File: src/rtl/timer_pkg.sv
package timer_pkg;
  localparam int NUM_TMR    = 3;
  localparam int WD_IDX     = 2;
  localparam int NUM_IRQ    = 2;
  localparam int CTRL_W     = 2 * NUM_TMR;
  localparam int OFF_CTRL   = 'h00;
  localparam int OFF_TMR    = 'h10;
  localparam int TMR_STRIDE = 8;
  localparam int CNT_OFS    = 4;
  localparam int OFF_STATUS = 'h28;

  // strobes and levels handed from control to datapath, one bit per counter
  typedef struct packed {
    logic [NUM_TMR-1:0] wrReload;
    logic [NUM_TMR-1:0] wrCount;
    logic [NUM_TMR-1:0] run;
    logic [NUM_TMR-1:0] autoLd;
  } tmrStrb_t;
endpackage

File: src/rtl/timer_dp.sv
module timer_dp
  import timer_pkg::*;
#(
  parameter int DW = 32
) (
  input  logic          clk,
  input  logic          rstN,
  input  tmrStrb_t      strb,
  input  logic [DW-1:0] wrData,
  output logic [DW-1:0] cntQ    [NUM_TMR],
  output logic [DW-1:0] reloadQ [NUM_TMR],
  output logic [NUM_TMR-1:0] expire
);
  for (genvar g = 0; g < NUM_TMR; g++) begin : gTmr
    logic [DW-1:0] cnt;
    logic [DW-1:0] rel;

    // expiry is the step from one to zero; a software load masks it
    assign expire[g]  = strb.run[g] && !strb.wrCount[g] && (cnt == DW'(1));
    assign cntQ[g]    = cnt;
    assign reloadQ[g] = rel;

    always_ff @(posedge clk or negedge rstN) begin
      if (!rstN) begin
        cnt <= '0;
        rel <= '0;
      end else begin
        if (strb.wrReload[g]) rel <= wrData;
        if (strb.wrCount[g]) begin
          cnt <= wrData;
        end else if (strb.run[g]) begin
          if (cnt != '0)          cnt <= cnt - DW'(1);
          else if (strb.autoLd[g]) cnt <= rel;
        end
      end
    end
  end
endmodule

File: src/rtl/timer_ctl.sv
module timer_ctl
  import timer_pkg::*;
#(
  parameter int DW = 32,
  parameter int AW = 6
) (
  input  logic               clk,
  input  logic               rstN,
  input  logic               wrEn,
  input  logic [AW-1:0]      addr,
  input  logic [CTRL_W-1:0]  wrLow,
  input  logic               wdRstEn,
  input  logic [NUM_TMR-1:0] expire,
  input  logic [DW-1:0]      cntIn    [NUM_TMR],
  input  logic [DW-1:0]      reloadIn [NUM_TMR],
  output tmrStrb_t           strb,
  output logic [DW-1:0]      rdData,
  output logic [NUM_IRQ-1:0] irqFlags,
  output logic               wdReq
);
  function automatic logic [AW-1:0] relAddr(int i);
    return AW'(OFF_TMR + TMR_STRIDE * i);
  endfunction

  function automatic logic [AW-1:0] cntAddr(int i);
    return AW'(OFF_TMR + TMR_STRIDE * i + CNT_OFS);
  endfunction

  logic [CTRL_W-1:0]  ctrlQ;
  logic [NUM_IRQ-1:0] flagQ;
  logic               wdReqQ;
  logic               wrCtrl;
  logic               wrStat;
  logic [NUM_IRQ-1:0] clrMask;

  assign wrCtrl  = wrEn && (addr == AW'(OFF_CTRL));
  assign wrStat  = wrEn && (addr == AW'(OFF_STATUS));
  assign clrMask = wrStat ? wrLow[NUM_IRQ-1:0] : '0;

  always_comb begin
    for (int i = 0; i < NUM_TMR; i++) begin
      strb.wrReload[i] = wrEn && (addr == relAddr(i));
      strb.wrCount[i]  = wrEn && (addr == cntAddr(i));
      strb.run[i]      = ctrlQ[2*i];
      strb.autoLd[i]   = ctrlQ[2*i+1];
    end
  end

  always_ff @(posedge clk or negedge rstN) begin
    if (!rstN) begin
      ctrlQ  <= '0;
      flagQ  <= '0;
      wdReqQ <= 1'b0;
    end else begin
      if (wrCtrl) ctrlQ <= wrLow;
      flagQ  <= (flagQ & ~clrMask) | expire[NUM_IRQ-1:0];
      wdReqQ <= expire[WD_IDX] && wdRstEn;
    end
  end

  always_comb begin
    rdData = '0;
    if (addr == AW'(OFF_CTRL))   rdData = DW'(ctrlQ);
    if (addr == AW'(OFF_STATUS)) rdData = DW'(flagQ);
    for (int i = 0; i < NUM_TMR; i++) begin
      if (addr == relAddr(i)) rdData = reloadIn[i];
      if (addr == cntAddr(i)) rdData = cntIn[i];
    end
  end

  assign irqFlags = flagQ;
  assign wdReq    = wdReqQ;
endmodule

File: src/rtl/timer_top.sv
module timer_top
  import timer_pkg::*;
#(
  parameter int DW = 32,
  parameter int AW = 6
) (
  input  logic          clk,
  input  logic          rstN,
  input  logic          wrEn,
  input  logic [AW-1:0] addr,
  input  logic [DW-1:0] wrData,
  output logic [DW-1:0] rdData,
  input  logic          wdRstEn,
  output logic          irq0,
  output logic          irq1,
  output logic          wdReq
);
  tmrStrb_t           strb;
  logic [DW-1:0]      cnt    [NUM_TMR];
  logic [DW-1:0]      reload [NUM_TMR];
  logic [NUM_TMR-1:0] expire;
  logic [NUM_IRQ-1:0] irqFlags;

  timer_ctl #(.DW(DW), .AW(AW)) uCtl (
    .clk      (clk),
    .rstN     (rstN),
    .wrEn     (wrEn),
    .addr     (addr),
    .wrLow    (wrData[CTRL_W-1:0]),
    .wdRstEn  (wdRstEn),
    .expire   (expire),
    .cntIn    (cnt),
    .reloadIn (reload),
    .strb     (strb),
    .rdData   (rdData),
    .irqFlags (irqFlags),
    .wdReq    (wdReq)
  );

  timer_dp #(.DW(DW)) uDp (
    .clk     (clk),
    .rstN    (rstN),
    .strb    (strb),
    .wrData  (wrData),
    .cntQ    (cnt),
    .reloadQ (reload),
    .expire  (expire)
  );

  assign irq0 = irqFlags[0];
  assign irq1 = irqFlags[1];
endmodule

File: config.mk
export PLATFORM = sky130hd
export DESIGN_NAME = timer_top
export DESIGN_NICKNAME = d
export VERILOG_FILES = /design/src/rtl/timer_pkg.sv /design/src/rtl/timer_dp.sv /design/src/rtl/timer_ctl.sv /design/src/rtl/timer_top.sv
export SDC_FILE = /design/constraint.sdc
export NUM_CORES = 1
export LEC_CHECK = 0
export BUFFER_PORTS_ARGS = -buffer_cell sky130_fd_sc_hd__buf_2
export CAP_MARGIN = 0
export CORE_MARGIN = 1.5
export CORE_UTILIZATION = 25
export CTS_CLUSTER_DIAMETER = 80
export CTS_CLUSTER_SIZE = 16
export DETAILED_ROUTE_END_ITERATION = 10
export SYNTH_ARGS = -nofsm -noshare
export SYNTH_HDL_FRONTEND = slang
export SYNTH_SLANG_ARGS = --single-unit
File: constraint.sdc
create_clock -name clk -period 2.65 [get_ports clk]
set_input_delay 0.265 -clock clk [delete_from_list [all_inputs] [get_ports clk]]
set_output_delay 0.265 -clock clk [all_outputs]
set_load 0.01 [all_outputs]
==> PnR_summary.wiki <==
{| class="wikitable"
! Metric !! Value
|-
| Root Buffer || sky130_fd_sc_hd__clkbuf_16
|-
| RSZ-0062 raised after global routing || false
|-
| Post-layout minimum cycle time || 2460 ps
|-
| Initial antenna violation count || 6
|-
| Dpl ws || 157 ps
|-
| Slew Viols, Final || 0
|-
| Arrival time reported for the critical path endpoint || 2830 ps
|-
| Detailed-routing iteration count for the pre-antenna-repair pass || 6
|-
| Cells on Worst Hold Path || 3
|-
| Startpoint of the tightest hold check path || wrData[31]
|-
| Worst min-delay path class || input port to register
|-
| Worst-skew pair later-pin latency || 500 ps
|-
| Number of antenna-violating nets in the routed design || 0
|-
| Yosys warnings || 0
|-
| DRC Markers || 0
|-
| Setup slack after layout || 189 ps
|-
| Initial core utilization || 25.3%
|-
| Die extent in y || 229 um
|-
| Clock sink count || 201
|-
| Max H-tree Level || 1
|-
| Sequential-to-total area share from yosys stat || 39.5%
|-
| Number of cells after detailed placement || 2084
|-
| Area delta synth->final || 17.0%
|-
| Initial DRC count || 1365
|-
| Area enclosed by the die boundary || 52300 sq um
|-
| Average footprint of a synthesized cell || 9.52 sq um
|-
| Internal reg-to-reg setup slack || 190 ps
|-
| Cell accounting for the most synthesized area || sky130_fd_sc_hd__dfrtp_1
|-
| Required @ worst endpoint || 3020 ps
|-
| Worst Hold Path EP || uDp.gTmr[1].cnt[31]$_DFFE_PN0P_
|-
| Total congestion overflow || 0
|-
| Pwr/cell area || 833 nW/um^2
|-
| Maximum vdd ir drop || 0.360 mV
|-
| Hold Fails Final Rpt || 0
|-
| Switching part of the total || 40.9%
|-
| Slew HR || 45.8%
|-
| Switching power of the nets || 5080 uW
|-
| Nets@finish || 1480
|-
| Number of CTS-inserted buffers || 17
|-
| GP Congestion || 0.942
|-
| Synth top area share || 39.5%
|-
| Layout Skew || 16.7 ps
|-
| Leading cell type by number of instances after synthesis || sky130_fd_sc_hd__dfrtp_1
|-
| Number of placed I/O pins || 77
|-
| Endpoint of the most critical register-to-register path || uDp.gTmr[0].cnt[18]$_DFFE_PN0P_
|-
| # setup viols final || 0
|-
| Depth of the worst register-to-register path || 7
|-
| Deepest clock path buffer count || 3
|-
| Clock power frac || 20.5%
|-
| HPWL Detailed || 35.9 mm
|-
| Die width || 229 um
|-
| DRT Wirelength || 48.2 mm
|-
| First-pass GRT wire length || 74.1 mm
|-
| Number of enable-type register cells in the synthesized netlist || 0
|-
| Post-route fraction of the period consumed by the critical path || 92.9%
|-
| Post-synthesis register bit count || 201
|-
| Core Region || 50300 sq um
|-
| Category of the worst setup path capture point || register
|-
| Via-to-Cell Ratio || 5.61
|-
| Number of library cell types mapped by synthesis || 85
|-
| Maximum number of pins on one net before global-route repair || 65
|-
| Share of final-layout standard cells stronger than drive strength 1 || 25.3%
|-
| Mapped cell area || 12700 sq um
|-
| Synthesized netlist net count || 1386
|-
| Most common flop cell mapped by yosys || sky130_fd_sc_hd__dfrtp_1
|-
| Pleak || 0.00630 uW
|-
| Drt wl/cell || 22.8 um
|-
| # port buffers || 76
|-
| Cells after synthesis || 1338
|-
| Crit-path max FO || 12
|-
| Sequential fraction of design power || 40.3%
|-
| Transition time at the pin with the least slew margin || 810 ps
|-
| Cells taking the most area after synthesis || sky130_fd_sc_hd__dfrtp_1 (39%), sky130_fd_sc_hd__mux2_2 (9.0%), sky130_fd_sc_hd__nand2_1 (5.2%)
|-
| Final Non-Filler Cells || 2109
|-
| Clock tree from TritonCTS || built
|-
| Synth cell count leaders || sky130_fd_sc_hd__dfrtp_1 (201), sky130_fd_sc_hd__nand2_1 (175), sky130_fd_sc_hd__mux2_2 (102)
|-
| Num rows || 82
|-
| Run status || complete, no violations
|-
| Maximum clock frequency || 0.406 GHz
|-
| CP startpoint kind || register
|-
| Vias in the first global route || 11700
|-
| Combinational share of power || 39.3%
|-
| Worst r2r src || uDp.gTmr[0].cnt[5]$_DFFE_PN0P_
|-
| Post-synth ARST share || 100%
|-
| Type of the setup path with the least slack || register to register
|-
| Util after Layout || 29.6%
|-
| Clock slew seen by the registers of the worst setup and hold paths || 70 ps
|-
| All-Layer GR Usage || 18.1%
|-
| Total number of vias || 11800
|-
| Sum of negative setup slack || 0 ps
|-
| Pint || 7330 uW
|-
| Max-cap violations || 0
|}
power groups by stage:
stage / clock network [uW] / registers [uW] / logic (uW)
2_1_floorplan: 0 / 4540 / 3320
3_3_place_gp: 0 / 4980 / 4730
3_5_place_dp: 0 / 5010 / 4780
4_1_cts: 2580 / 4950 / 4820
5_1_grt: 2680 / 5110 / 5310
6_report: 2540 / 5000 / 4880
registers in the layout (all words and copies together), names as in the netlist:
register and cells:
uCtl.ctrlQ 6, uCtl.irqFlags 2, uCtl.wdReq 1, uDp.gTmr.cnt 96
uDp.gTmr.rel 96
metrics by stage:
stage / instance area (sq um) / power, uW / hold WS [ps]
2_1_floorplan: 12700 / 7860 / -30.6
3_3_place_gp: 14400 / 9710 / 324
3_5_place_dp: 14400 / 9790 / 332
4_1_cts: 14900 / 12400 / 90.9
5_1_grt: 14900 / 13100 / 125
6_report: 14900 / 12400 / 93.8
routing by layer:
metal	track usage, %	share of wire, %	vias to the layer above
li1	-	-	5252
met5	0	0.12	-
met3	4.00	9.0	87
met4	4.95	2.9	10
met1	24.9	43	5921
met2	28.6	45	570
worst max-delay path: stages, from the launching register on:
cell and delay, ps:
sky130_fd_sc_hd__dfrtp_1 500, sky130_fd_sc_hd__nor4_4 460, sky130_fd_sc_hd__and4_1 390, sky130_fd_sc_hd__nand3_2 240
sky130_fd_sc_hd__o31ai_4 250, sky130_fd_sc_hd__buf_4 250, sky130_fd_sc_hd__o21ai_0 120, sky130_fd_sc_hd__o311ai_0 120
cell type report:
cell class / count / area [sq um]
fill: 5373 / 35400
multi-input combinational: 1024 / 7230
sequential: 201 / 5030
timing repair buffer: 177 / 1260
tap: 672 / 841
clock buffer: 19 / 443
clock inverter: 4 / 51.3
inverter: 11 / 41.3
antenna: 1 / 2.50
timing repair:
action                                  in CTS  in global routing
endpoints found under the setup margin       0                  1
gates resized for setup                      0                  2
buffers inserted                             0                  0
endpoints found under the hold margin       59                  0
hold buffers                                 1                  0
placed cells by master, fill, tap and decap left out, types with 5 or more instances in the layout:
cell type	netlist	routed
sky130_fd_sc_hd__mux2_2	102	102
sky130_fd_sc_hd__buf_4	7	91
sky130_fd_sc_hd__mux4_2	27	27
sky130_fd_sc_hd__o211ai_1	11	11
sky130_fd_sc_hd__buf_2	24	75
sky130_fd_sc_hd__nor2_2	3	5
sky130_fd_sc_hd__nor4_1	20	20
sky130_fd_sc_hd__a31oi_1	20	20
sky130_fd_sc_hd__a221o_1	30	30
sky130_fd_sc_hd__inv_1	11	11
sky130_fd_sc_hd__nor2_1	76	74
sky130_fd_sc_hd__or3_1	19	19
sky130_fd_sc_hd__xor2_1	13	13
sky130_fd_sc_hd__nand3_1	55	54
sky130_fd_sc_hd__nand4_1	28	28
sky130_fd_sc_hd__a211oi_1	9	9
sky130_fd_sc_hd__a32oi_1	7	7
sky130_fd_sc_hd__o21ai_1	8	8
sky130_fd_sc_hd__ha_1	6	6
sky130_fd_sc_hd__mux2i_1	6	6
sky130_fd_sc_hd__dfrtp_1	201	201
sky130_fd_sc_hd__nor3_1	52	51
sky130_fd_sc_hd__nor4_4	7	8
sky130_fd_sc_hd__or4_1	8	8
sky130_fd_sc_hd__nand2_1	175	175
sky130_fd_sc_hd__o22ai_1	15	15
sky130_fd_sc_hd__clkbuf_16	0	17
sky130_fd_sc_hd__a22oi_1	39	39
sky130_fd_sc_hd__o21ai_0	41	41
sky130_fd_sc_hd__and3_1	22	21
sky130_fd_sc_hd__a21oi_1	99	99
sky130_fd_sc_hd__buf_12	0	9
sky130_fd_sc_hd__xnor2_1	27	27
logic make-up after synthesis:
| family | count (synthesis) | share of synthesized area [%] |
|---|---|---|
| AOI/OAI and AO/OA | 330 | 17.6 |
| xor gates and xnor gates | 40 | 2.75 |
| adders and majority gates | 6 | 0.589 |
| buffers and inverters | 113 | 4.01 |
| DFF | 201 | 39.5 |
| muxes | 135 | 14.3 |
| and+or+nand+nor | 513 | 21.3 |
worst max-delay path by stage:
stage / startpoint / cells after the start / slack, ps / endpoint
after global routing: uDp.gTmr[0].cnt[5]$_DFFE_PN0P_ / 7 / 20 / uDp.gTmr[0].cnt[18]$_DFFE_PN0P_
after CTS: uDp.gTmr[2].cnt[1]$_DFFE_PN0P_ / 9 / 140 / uDp.gTmr[2].cnt[3]$_DFFE_PN0P_
after floorplan: uDp.gTmr[2].cnt[0]$_DFFE_PN0P_ / 10 / 410 / uDp.gTmr[2].cnt[2]$_DFFE_PN0P_
after detailed placement: uDp.gTmr[2].cnt[11]$_DFFE_PN0P_ / 7 / 160 / uDp.gTmr[2].cnt[3]$_DFFE_PN0P_
after global placement: addr[1] / 9 / 210 / uDp.gTmr[1].cnt[17]$_DFFE_PN0P_
final: uDp.gTmr[0].cnt[5]$_DFFE_PN0P_ / 7 / 190 / uDp.gTmr[0].cnt[18]$_DFFE_PN0P_
Power figures use the tool's default switching activity.
